===== config.mk =====
export PLATFORM = sky130hd
export DESIGN_NAME = presettable_counter_chain
export DESIGN_NICKNAME = d
export VERILOG_FILES = /design/src/rtl/cnt_pkg.sv /design/src/rtl/cnt_stage.sv /design/src/rtl/presettable_counter_chain.sv
export SDC_FILE = /design/constraint.sdc
export NUM_CORES = 1
export LEC_CHECK = 0
export BUFFER_PORTS_ARGS = -buffer_cell sky130_fd_sc_hd__buf_4
export CORE_AREA = 2 2 39 41
export DETAILED_ROUTE_END_ITERATION = 8
export DIE_AREA = 0 0 41 43
export GPL_TIMING_DRIVEN = 0
export MAX_ROUTING_LAYER = met4
export PLACE_DENSITY = 0.61
export SETUP_SLACK_MARGIN = 0.2
export SLEW_MARGIN = 20
export SYNTH_ARGS = -nofsm -noshare
export SYNTH_HDL_FRONTEND = slang
export SYNTH_SLANG_ARGS = --single-unit
export TNS_END_PERCENT = 50

===== constraint.sdc =====
create_clock -name clk -period 2.22 [get_ports clk]
set_input_delay 0.333 -clock clk [delete_from_list [all_inputs] [get_ports clk]]
set_output_delay 0.333 -clock clk [all_outputs]
set_load 0.1 [all_outputs]

===== src/rtl/cnt_pkg.sv =====
package cnt_pkg;
   // Clear style selector values for CLR_SYNC
   localparam bit CLR_IMMEDIATE = 1'b0;
   localparam bit CLR_ON_EDGE   = 1'b1;

   // Next-state selection in priority order below clear
   typedef enum logic [1:0] {
      ACT_HOLD  = 2'd0,
      ACT_LOAD  = 2'd1,
      ACT_COUNT = 2'd2
   } cnt_act_e;

   function automatic cnt_act_e pick_action(input logic load_n,
                                            input logic en_p,
                                            input logic en_t);
      if (!load_n)            return ACT_LOAD;
      else if (en_p && en_t)  return ACT_COUNT;
      else                    return ACT_HOLD;
   endfunction
endpackage


===== src/rtl/cnt_stage.sv =====
module cnt_stage
   import cnt_pkg::*;
#(
   parameter int STAGE_W  = 4,
   parameter bit CLR_SYNC = CLR_IMMEDIATE
) (
   input  logic               clk,
   input  logic               clr_n,
   input  logic               load_n,
   input  logic               en_p,
   input  logic               en_t,
   input  logic [STAGE_W-1:0] din,
   output logic [STAGE_W-1:0] q,
   output logic               tc
);
   localparam logic [STAGE_W-1:0] ALL_ONES = {STAGE_W{1'b1}};

   initial begin
      assert (STAGE_W >= 1) else $error("cnt_stage: STAGE_W must be at least 1");
   end

   cnt_act_e           act;
   logic [STAGE_W-1:0] cnt_q;
   logic [STAGE_W-1:0] cnt_d;

   always_comb begin
      act = pick_action(load_n, en_p, en_t);
      unique case (act)
         ACT_LOAD:  cnt_d = din;
         ACT_COUNT: cnt_d = cnt_q + 1'b1;
         default:   cnt_d = cnt_q;
      endcase
   end

   generate
      if (CLR_SYNC == CLR_IMMEDIATE) begin : g_clr_async
         always_ff @(posedge clk or negedge clr_n) begin
            if (!clr_n) cnt_q <= '0;
            else        cnt_q <= cnt_d;
         end

         // the register reads zero while clear is held, edge by edge
         a_r2_async_clear: assert property (@(posedge clk) !clr_n |-> (cnt_q == '0));
      end else begin : g_clr_sync
         always_ff @(posedge clk) begin
            if (!clr_n) cnt_q <= '0;
            else        cnt_q <= cnt_d;
         end

         // a sampled clear wins over load and count on the next edge
         a_r3_sync_clear: assert property (@(posedge clk) !clr_n |=> (cnt_q == '0));
      end
   endgenerate

   assign q  = cnt_q;
   assign tc = en_t && (cnt_q == ALL_ONES);

   // load takes din regardless of enables
   a_r4_load: assert property (@(posedge clk) disable iff (!clr_n)
      !load_n |=> (q == $past(din)));
   // enabled count steps by one (wrapping within the stage)
   a_r5_count: assert property (@(posedge clk) disable iff (!clr_n)
      (load_n && en_p && en_t) |=> (q == $past(q) + 1'b1));
   // either enable low holds the value
   a_r6_hold: assert property (@(posedge clk) disable iff (!clr_n)
      (load_n && !(en_p && en_t)) |=> $stable(q));
endmodule


===== src/rtl/presettable_counter_chain.sv =====
module presettable_counter_chain
   import cnt_pkg::*;
#(
   parameter int STAGES   = 2,
   parameter int STAGE_W  = 4,
   parameter bit CLR_SYNC = CLR_IMMEDIATE
) (
   input  logic                        clk,
   input  logic                        clr_n,
   input  logic                        load_n,
   input  logic                        en_par,
   input  logic                        en_trk,
   input  logic [STAGES*STAGE_W-1:0]   din,
   output logic [STAGES*STAGE_W-1:0]   q_out,
   output logic                        tc_out
);
   localparam int TOTAL_W = STAGES * STAGE_W;
   localparam logic [TOTAL_W-1:0] FULL = {TOTAL_W{1'b1}};

   initial begin
      assert (STAGES >= 1) else $error("presettable_counter_chain: STAGES must be at least 1");
      assert (STAGE_W >= 1) else $error("presettable_counter_chain: STAGE_W must be at least 1");
   end

   // trickle chain: entry 0 is the external enable, entry i+1 is stage i's terminal count
   logic [STAGES:0] trk_chain;
   assign trk_chain[0] = en_trk;

   generate
      for (genvar i = 0; i < STAGES; i++) begin : g_stage
         cnt_stage #(
            .STAGE_W  (STAGE_W),
            .CLR_SYNC (CLR_SYNC)
         ) u_stage (
            .clk    (clk),
            .clr_n  (clr_n),
            .load_n (load_n),
            .en_p   (en_par),
            .en_t   (trk_chain[i]),
            .din    (din[i*STAGE_W +: STAGE_W]),
            .q      (q_out[i*STAGE_W +: STAGE_W]),
            .tc     (trk_chain[i+1])
         );
      end
   endgenerate

   assign tc_out = trk_chain[STAGES];

   // the whole chain steps by exactly one when counting
   a_r9_chain_step: assert property (@(posedge clk) disable iff (!clr_n)
      (load_n && en_par && en_trk) |=> (q_out == $past(q_out) + 1'b1));
   // counting from all ones wraps to zero
   a_r1_wrap: assert property (@(posedge clk) disable iff (!clr_n)
      (load_n && en_par && en_trk && q_out == FULL) |=> (q_out == '0));
   // terminal count only at all ones with the trickle enable high
   a_r7_tc: assert property (@(posedge clk) disable iff (!clr_n)
      tc_out |-> (en_trk && q_out == FULL));
endmodule


### Word level (Yosys, flattened, before mapping)

Cells that the tools add are included.

* output and inout port bits: 9
* bits in registers: 8
* bits of input ports: 13
* word-level logic and storage cells: 22

* $add $sub $neg: 2
* equal/unequal tests: 6
* muxes and demuxes: 6
* reductions and logical operators: 6

Operator list (count)
* $pmux W4 S2: 2
* $add A4 B1 Y4 const B: 2
* $eq A4 B4 Y1 const B: 2
* $mux W2: 4
* $eq A2 B1 Y1 const B: 2
* $eq A2 B2 Y1 const B: 2
* $logic_and A1 B1 Y1: 4
* $reduce_bool A2 Y1: 2

### Depth between registers and ports, before layout

Gate-level depths: netlist of the first run.

* depth after elaboration: 7
* mapped depth: 4
* mapped depth without buffers: 4

### By module

Synthesis of the first run repeated with hierarchy kept, for this count alone.

* cells, all modules: 46
* area, all modules: 435.4 um^2

By module, submodules not included
* cnt_stage: seq. area each 100.1 um^2, area an instance 217.7 um^2, cells each 23, times used 2

### Least setup slack after synthesis of the first run

OpenSTA, ideal clock, no wires.

* path kind: reg2out
* start point: register g_stage[0].u_stage.cnt_q[0]
* end point: output port tc_out
* slack: -0.807 ns
* cell stages (with the launch flop): 4
* path buffers: 0
* arrival time: 2.694 ns
* data required time: 1.887 ns
* path through: dfrtp_1 -> ha_1 -> nand4_1 -> nor2_1

* word-level cells in the longest chain between the ends: 3

Ends and longest elaborated chain
* start, declared: RTL line cnt_stage.sv:23 `logic [STAGE_W-1:0] cnt_q;`
* start signal, assigned: RTL line cnt_stage.sv:39 `else cnt_q <= cnt_d;`
* $eq A4 B4 Y1: RTL line cnt_stage.sv:56 `assign tc = en_t && (cnt_q == ALL_ONES);`
* $logic_and A1 B1 Y1 (2 in a row): RTL line cnt_stage.sv:56
* end, declared: RTL line presettable_counter_chain.sv:15 `output logic tc_out`

Every way passes these cells.

### Worst setup path in the final report of the first run

Same ends and word-level chain as after synthesis.

==> run metrics, run 1 <==
Final Cell Area=674.4 sq um; Initial DRC Count=3; Root Driver=clkbuf_4; clock latency on the worst-skew pair=0.25 ns; CTS clk-pin slew, worst paths=0.05 ns; IO buf count=20; cells along the critical path=ha_1, nand4_1, nor2_4, buf_4; die height=43 microns; first-pass GRT wire length=1559 microns; Setup crit end kind=output port; Reg2Reg Capture Point=g_stage[1].u_stage.q[3]; Worst Tran Pin Value=0.2782 ns; Setup crit start kind=flip-flop; max reg flops=8; vias in the first global route=375; post-layout min period=1.753 ns; fmax=0.5704 GHz; Synth top area share=44.08%; Longest Clk Path Bufs=2; placed inst area=641.9 sq um; ys flop type=dfrtp_1; Mapped Cells=50; synthesis-to-finish area growth=48.48%; Global Route Usage Sum=14.58%; drt drc=0; core area=0.001384 sq mm; clock skew=0.001852 ns; Synth warnings=0; hpwl dp=794.4 microns; Top Metal Used=met4; commonest non-fill, non-tap cell in the layout=buf_4; CP arrival=1.42 ns; hold-critical path endpoint=g_stage[0].u_stage.q[2]; # Max-Cap Violations=0; family with the most delay on the worst path=flip-flops; CTS Buf Count=3; TritonCTS Sinks=8; ANT cells=0; Seq cells post-synth=8; nets@finish=91; worst-case reg-to-reg path depth=4; Lkg Pwr=0.0002864 uW; synth top area cells=dfrtp_1 44%, nor2_1 7.4%, a31oi_1 5.5%, ha_1 5.5%, nand3_1 5.5%; launch point of the worst path=g_stage[0].u_stage.q[0]; Slew headroom=81.61%; endpoints failing setup=0; DRT Pass-1 Iters=4; WL/cell=11.56 microns; fillcell total=142; Critical-path top delay cell=dfrtp_2; status=completed; Worst EP required=1.89 ns; final slew viol count=0; DR vias=461; post-synth cell types=19; Die Footprint=0.001763 sq mm; Starting Density=32.82%; CP Buf/Inv Count=1; post-synth top area cell=dfrtp_1; Post-synth EDFFs=0; crit path max fanout=4; fin crit share=78.97%; met3 wire len=62 microns; class of the worst hold path=input pin to flip-flop; Power Density=764.0 mW/mm^2; Reg2Reg Launch Point=g_stage[0].u_stage.q[0]; met2 wire len=506 microns; GPL Wtd Cong=0.6723; # IOs=22; RSZ-0062 raised after global routing=false; Async S/R FF share, synth=100.0%; initial antenna violation count=0; most frequent cells in the layout=20 x buf_4, 8 x nor2_1, 8 x dfrtp_2, 5 x nand3_1; Core Rows=14; syn_nets=65; DRT met1 WL=433 microns; R2R setup slack=0.71 ns; die width=41 microns; pin count of the biggest net entering global routing=11; Vias/cell=5.122; Routed WL=1040 microns; Peak VDD IR=0.3806 mV; DRT antenna net count=0; H-Tree Depth=1; GR Overflow Total=0; TritonCTS clock tree=done; setup_tns=0 ns; Resize count post-CTS=0; layout cell share with drive strength beyond 1=48.65%; hold path cells=3; Synth Area per Inst=9.084 sq um; register area share after synthesis=44.08%; worst hold start=din[2]; post-CTS setup buffer count=0; CP peak stage delay=0.39 ns; mapped cell area=454.2 sq um; Final Hold Viols=0; CTS Hold Buffers Added=1; type of the worst setup path=flip-flop to output port
[layout make-up]
cell class	instances	area [sq um]	area share, %
timing repair buffer	21	160.2	23.75
buffer	2	18.77	2.783
multi-input combinational	40	242.7	35.99
clock buffer	3	22.52	3.340
sequential	8	210.2	31.17
tap	16	20.02	2.968
[worst max-delay path by stage]
stage,endpoint,cells past startpoint
after detailed placement,g_stage[1].u_stage.q[3],4
after CTS,tc_out,4
after global routing,tc_out,4
final,tc_out,4
after floorplan,tc_out,3
after global placement,g_stage[1].u_stage.q[3],4
[where the power goes]
| part | switching, uW | total [uW] | internal [uW] |
|---|---|---|---|
| Combinational | 160 | 219 | 58.6 |
| Clock | 49.4 | 111 | 61.9 |
| Sequential | 20.5 | 185 | 165 |
[kinds of logic after synthesis]
group	count (synthesis)	synth area share (%)
AOI/OAI and AO/OA	14	17.63
adders and majority gates	2	5.509
and+or+nand+nor	21	22.59
xor gates and xnor gates	2	3.857
buffers and inverters	2	4.133
DFF	8	44.08
muxes	1	2.204
[per-stage QoR]
step / hold slack (ns) / util, % / setup WS (ns) / total power [uW] / std cells
after CTS: 0.3234 / 48.73 / 0.4576 / 521.4 / 90
final: 0.3215 / 48.73 / 0.4670 / 515.2 / 90
after detailed placement: 0.1637 / 46.38 / 0.7180 / 406.7 / 86
after global placement: 0.1598 / 46.38 / 0.7333 / 405.1 / 86
after global routing: 0.3312 / 48.73 / 0.3885 / 551.3 / 90
after floorplan: 0.03741 / - / 0.2282 / 348.2 / 50
[cells in the mapped netlist (2+ instances only)]
cell and n:
xor2_1 2, a31oi_1 4, nand3_1 5, or3_1 2
ha_1 2, nor2_1 9, dfrtp_1 8, a21oi_1 4
o21ai_0 4
[worst reg2reg max path, cell delays in order, from the launching register on]
cell and delay, ns:
dfrtp_2 0.39, ha_1 0.17, nand3_1 0.19, or4_1 0.51, a31oi_1 0.17
[layer usage]
metal	track usage (%)	vias up
met3	4.712	4
li1	-	232
met4	12.00	0
met1	16.34	210
met5	-	-
met2	20.00	15
(Power assumes the default switching activity.)
==> inputs of run 2 (changes only) <==
--- a/config.mk
+++ b/config.mk
@@ -5,13 +5,14 @@
 export SDC_FILE = /design/constraint.sdc
 export NUM_CORES = 1
 export LEC_CHECK = 0
+export ABC_AREA = 1
 export BUFFER_PORTS_ARGS = -buffer_cell sky130_fd_sc_hd__buf_4
 export CORE_AREA = 2 2 39 41
 export DETAILED_ROUTE_END_ITERATION = 8
 export DIE_AREA = 0 0 41 43
 export GPL_TIMING_DRIVEN = 0
 export MAX_ROUTING_LAYER = met4
-export PLACE_DENSITY = 0.61
+export PLACE_DENSITY = 0.66
 export SETUP_SLACK_MARGIN = 0.2
 export SLEW_MARGIN = 20
 export SYNTH_ARGS = -nofsm -noshare
==> constraint.sdc (replaced) <==
create_clock -name clk -period 1.76 [get_ports clk]
set_input_delay 0.264 -clock clk [delete_from_list [all_inputs] [get_ports clk]]
set_output_delay 0.264 -clock clk [all_outputs]
set_load 0.1 [all_outputs]
==> run metrics, run 2 <==
crit path max fanout=2; Clock power frac=22.3%; Async S/R FF share, synth=100.0%; ANT cells=0; syn_nets=81; ys flop type=dfrtp_1; Initial DRC Count=16; core area=0.001384 sq mm; hpwl dp=1011 microns; Setup crit end kind=output port; register area share after synthesis=38.93%; Peak VDD IR=0.5011 mV; max reg flops=8; Core Rows=14; Lkg Pwr=0.0004054 uW; end-of-flow core utilization=60.22%; synth top area cells=dfrtp_1 39%, nand2_1 15%, nand3_1 14%, ha_1 4.9%, nor2_4 4.4%; CP Buf/Inv Count=1; endpoints failing setup=0; Critical-path top delay cell=dfrtp_4; Mapped Cells=66; Synth warnings=0; CTS clk-pin slew, worst paths=0.06 ns; mapped cell area=514.2 sq um; die height=43 microns; Power Internal=379.1 uW; pin count of the biggest net entering global routing=11; commonest cells in the netlist=21 x nand2_1, 14 x nand3_1, 8 x dfrtp_1; fmax=0.6334 GHz; GR Overflow Total=0; IO buf count=20; crit path capture=tc_out; Slew headroom=81.24%; Root Driver=clkbuf_4; Layout Cells excl Fill=110; CTS Buf Count=3; DRT Pass-1 Iters=4; Setup crit start kind=flip-flop; family with the most delay on the worst path=flip-flops; Net Sw Frac=45.89%; layout cell share with drive strength beyond 1=50.00%; CP peak stage delay=0.43 ns; Die Footprint=0.001763 sq mm; initial antenna violation count=0; Placed Instances=102; H-Tree Depth=1; R2R setup slack=0.55 ns; most frequent cells in the layout=24 x buf_4, 21 x nand2_1, 13 x nand3_1; class of the worst hold path=input pin to flip-flop; RSZ-0062 raised after global routing=true; type of the worst setup path=flip-flop to output port; WL/cell=13.66 microns; part of the power in registers=34.5%; post-synth cell types=17; cell depth of the worst setup path=4; worst-case reg-to-reg path depth=5; Psw=321.5 uW; Vias/cell=4.891; Global Route Usage Sum=22.00%; fillcell total=135; Synth Area per Inst=7.792 sq um; Worst Tran Pin Value=0.2838 ns; post-layout min period=1.579 ns; launch point of the worst path=g_stage[1].u_stage.q[1]; Post-synth EDFFs=0; nets@finish=111; hold slack=0.2177 ns; CP arrival=1.31 ns; Reg2Reg Launch Point=g_stage[1].u_stage.q[1]; DRT antenna net count=0; Seq cells post-synth=8; Worst EP required=1.50 ns; Longest Clk Path Bufs=2; commonest non-fill, non-tap cell in the layout=buf_4; fin crit share=89.70%; setup_tns=0 ns; Gate power share=43.1%; post-synth top area cell=dfrtp_1; synthesis-to-finish area growth=62.04%; DR vias=538; TritonCTS Sinks=8; cells along the critical path=ha_4, nand3_4, nor3_4, buf_12; clock latency on the worst-skew pair=0.27 ns; Final Hold Viols=0; most frequent cell after synthesis=nand2_1; Reg2Reg Capture Point=g_stage[1].u_stage.q[2]; Power Density=840.7 mW/mm^2; Synth top area share=38.93%; Starting Density=37.16%; # IOs=22; Routed WL=1503 microns; final slew viol count=0; drt drc=0; first-pass GRT wire length=2359 microns; die width=41 microns; vias in the first global route=501; GPL Wtd Cong=0.7844; TritonCTS clock tree=done; status=completed; clock skew=0.004372 ns; # Max-Cap Violations=0
==> run 2: changes by cell type in the layout (fill, tap and decap cells not counted), sizes merged, moves of 4 or more <==
cell | before | now
inv | 0 | 5
o21ai | 4 | 0
nand3 | 5 | 14
buf | 21 | 25
a31oi | 4 | 0
nor2 | 9 | 4
nand2 | 2 | 24
==> run 2: power by group through the flow <==
stage / Combinational [uW] / Clock (uW) / Sequential [uW]
after global routing: 317 / 168 / 246
after detailed placement: 277 / 0 / 249
after CTS: 301 / 155 / 241
final: 302 / 156 / 242
after floorplan: 65.5 / 0 / 383
after global placement: 273 / 0 / 246
==> run 2: layout make-up <==
cell class / count / area, sq um / share of cell area [%]
Multi-Input combinational cell: 52 / 339.1 / 40.69
Sequential cell: 8 / 220.2 / 26.43
Timing Repair Buffer: 25 / 202.7 / 24.32
Inverter: 5 / 21.27 / 2.553
Tap cell: 16 / 20.02 / 2.402
Clock buffer: 3 / 22.52 / 2.703
Buffer: 1 / 7.507 / 0.9009
==> run 2: per-layer routing <==
layer | track usage [%] | vias to the layer above | part of all wire, %
li1 | - | 277 | -
met5 | - | - | 0
met1 | 25.73 | 247 | 43
met2 | 31.56 | 10 | 50
met4 | 14.00 | 0 | 2.7
met3 | 6.283 | 4 | 3.5
==> run 2: worst min path at each step <==
stage / start / endpoint / depth (start not counted)
finish: din[7] / g_stage[1].u_stage.q[3] / 3
CTS: din[7] / g_stage[1].u_stage.q[3] / 3
global placement: clr_n / g_stage[1].u_stage.q[1] / 1
detailed placement: clr_n / g_stage[1].u_stage.q[1] / 1
global route: din[6] / g_stage[1].u_stage.q[2] / 3
floorplan: clr_n / g_stage[0].u_stage.q[2] / 0
==> run 2: kinds of logic after synthesis <==
kind of cell | Yosys count | share of synthesized area (%)
AND/OR/NAND/NOR | 46 | 44.04
buffers and inverters | 6 | 5.597
AO/OA/AOI/OAI | 2 | 3.164
adder cells (fa/ha/maj) | 2 | 4.865
flip-flops | 8 | 38.93
XOR/XNOR | 2 | 3.407
==> run 2: timing repair <==
item	in CTS	in global routing
hold endpoints to repair	8	0
setup buffers	4	0
endpoints found under the setup margin	1	1
pin swaps	2	0
resized for setup	5	0
hold buffers	1	0
==> run 2: tightest hold or removal path, cell delays in order <==
cell,delay (ns)
buf_4,0.07
nand2_1,0.04
nand3_1,0.07
==> run 2: per-stage QoR <==
stage / instance area, sq um / total power [uW] / setup slack (ns)
floorplan: 575.6 / 448.9 / -0.2068
global placement: 745.7 / 518.9 / 0.3839
detailed placement: 745.7 / 525.6 / 0.3722
CTS: 833.3 / 696.9 / 0.1903
global route: 833.3 / 730.8 / 0.1199
finish: 833.3 / 700.5 / 0.1812
==> inputs of run 3 (changes only) <==
--- a/config.mk
+++ b/config.mk
@@ -7,12 +7,14 @@
 export LEC_CHECK = 0
 export ABC_AREA = 1
 export BUFFER_PORTS_ARGS = -buffer_cell sky130_fd_sc_hd__buf_4
-export CORE_AREA = 2 2 39 41
+export CELL_PAD_IN_SITES_DETAIL_PLACEMENT = 1
+export CELL_PAD_IN_SITES_GLOBAL_PLACEMENT = 1
+export CORE_MARGIN = 2
+export CORE_UTILIZATION = 31
 export DETAILED_ROUTE_END_ITERATION = 8
-export DIE_AREA = 0 0 41 43
 export GPL_TIMING_DRIVEN = 0
 export MAX_ROUTING_LAYER = met4
-export PLACE_DENSITY = 0.66
+export PLACE_DENSITY = 0.74
 export SETUP_SLACK_MARGIN = 0.2
 export SLEW_MARGIN = 20
 export SYNTH_ARGS = -nofsm -noshare
==> run metrics, run 3 (synthesized netlist as in run 2, its figures left out) <==
Reg area=220.2 sq um; fin crit share=89.61%; clock latency on the worst-skew pair=0.26 ns; Root Driver=clkbuf_4; R2R setup slack=0.57 ns; crit path max fanout=2; endpoints failing setup=0; CTS clk-pin slew, worst paths=0.07 ns; CP Buf/Inv Count=1; Multi-input gate area=339.1 sq um; Worst Tran Pin Value=0.2794 ns; drt drc=0; type of the worst setup path=flip-flop to output port; Slew headroom=81.53%; Final Hold Viols=0; CP arrival=1.31 ns; Peak VDD IR=0.4863 mV; TritonCTS Sinks=8; CP peak stage delay=0.43 ns; pin count of the biggest net entering global routing=11; post-layout min period=1.577 ns; ANT cells=0; CTS Buf Count=3; Vias/cell=5.055; IO buf count=20; nets@finish=110; WL/cell=14.15 microns; status=completed; commonest non-fill, non-tap cell in the layout=buf_4; family with the most delay on the worst path=flip-flops; die width=44.73 microns; cells along the critical path=ha_4, nand3_4, nor3_4, buf_12; vias in the first global route=546; TritonCTS clock tree=done; Starting Density=33.74%; RSZ-0062 raised after global routing=true; Setup crit end kind=output port; hold-critical path endpoint=g_stage[1].u_stage.q[3]; clock skew=0.003459 ns; first-pass GRT wire length=2449 microns; die height=44.73 microns; layout cell share with drive strength beyond 1=49.46%; H-Tree Depth=1; hpwl dp=1090 microns; Power Density=838.2 mW/mm^2; Setup crit start kind=flip-flop; Die Footprint=0.002001 sq mm; pre-CTS setup slack=0.3694 ns; Longest Clk Path Bufs=2; GR Overflow Total=0; core area=0.001524 sq mm; Core Rows=14; Reg2Reg Capture Point=g_stage[1].u_stage.q[2]; hold path cells=3; Initial DRC Count=4; initial antenna violation count=0; Global Route Usage Sum=17.84%; Routed WL=1542 microns; Critical-path top delay cell=dfrtp_4; hold slack=0.2254 ns; # Max-Cap Violations=0; worst hold start=din[7]; Reg2Reg Launch Point=g_stage[1].u_stage.q[0]; Lkg Pwr=0.0004005 uW; fillcell total=185; GPL Wtd Cong=0.7811; final slew viol count=0; launch point of the worst path=g_stage[1].u_stage.q[1]; synthesis-to-finish area growth=60.58%; # IOs=22; DRT Pass-1 Iters=2; worst-case reg-to-reg path depth=5; max reg flops=8; class of the worst hold path=input pin to flip-flop; most frequent cells in the layout=23 x buf_4, 21 x nand2_1, 13 x nand3_1; Worst EP required=1.50 ns; DR vias=551; setup ws final=0.1829 ns; fmax=0.6341 GHz; DRT antenna net count=0
## run 3: what timing repair did
item,CTS,global route
pin swaps,2,0
hold endpoints to repair,8,0
setup endpoints to repair,1,1
hold buffers,1,0
gates resized for setup,5,0
buffers inserted,3,0
## run 3: per-stage QoR
step | cells | util [%] | TNS [ns] | area (sq um) | total power, uW
after CTS | 109 | 54.19 | 0 | 825.8 | 694.0
after floorplan | 66 | - | -0.2068 | 575.6 | 448.9
final | 109 | 54.19 | 0 | 825.8 | 692.1
after global routing | 109 | 54.19 | 0 | 825.8 | 719.9
after detailed placement | 102 | 48.93 | 0 | 745.7 | 525.6
after global placement | 102 | 48.93 | 0 | 745.7 | 521.6
## run 3: worst reg2reg max path: cells and delay by family, from the launching register on
kind	cells	cell delay [ns]
fa+ha+maj	1	0.18
xor+xnor	1	0.15
flops	1	0.49
simple gates	2	0.13
buf+inv	1	0.13
## run 3: final cells by class
| class | count | area share (%) |
|---|---|---|
| Buffer | 1 | 0.9091 |
| Clock buffer | 3 | 2.727 |
| Inverter | 5 | 2.576 |
| Multi-Input combinational cell | 52 | 41.06 |
| Sequential cell | 8 | 26.67 |
| Tap cell | 16 | 2.424 |
| Timing Repair Buffer | 24 | 23.64 |
## run 3: worst max-delay path by stage
| stage | endpoint | slack [ns] | depth (start not counted) |
|---|---|---|---|
| 3_3_place_gp | tc_out | 0.37 | 4 |
| 3_5_place_dp | tc_out | 0.37 | 4 |
| 2_1_floorplan | tc_out | -0.21 | 3 |
| 4_1_cts | tc_out | 0.18 | 4 |
| 5_1_grt | tc_out | 0.14 | 4 |
| 6_report | tc_out | 0.18 | 4 |
## run 3: routing by layer
layer	vias up	GRT usage [%]	routed length, microns
met3	2	3.600	60
li1	274	-	-
met1	262	23.75	697
met4	0	3.636	6
met5	-	-	0
met2	13	28.12	777
## run 3: report_power, final
part | internal (uW) | switching (uW) | total, uW
combinational | 84.9 | 209 | 294
sequential | 211 | 32.3 | 243
clock | 78.8 | 76.1 | 155
total | 375 | 317 | 692
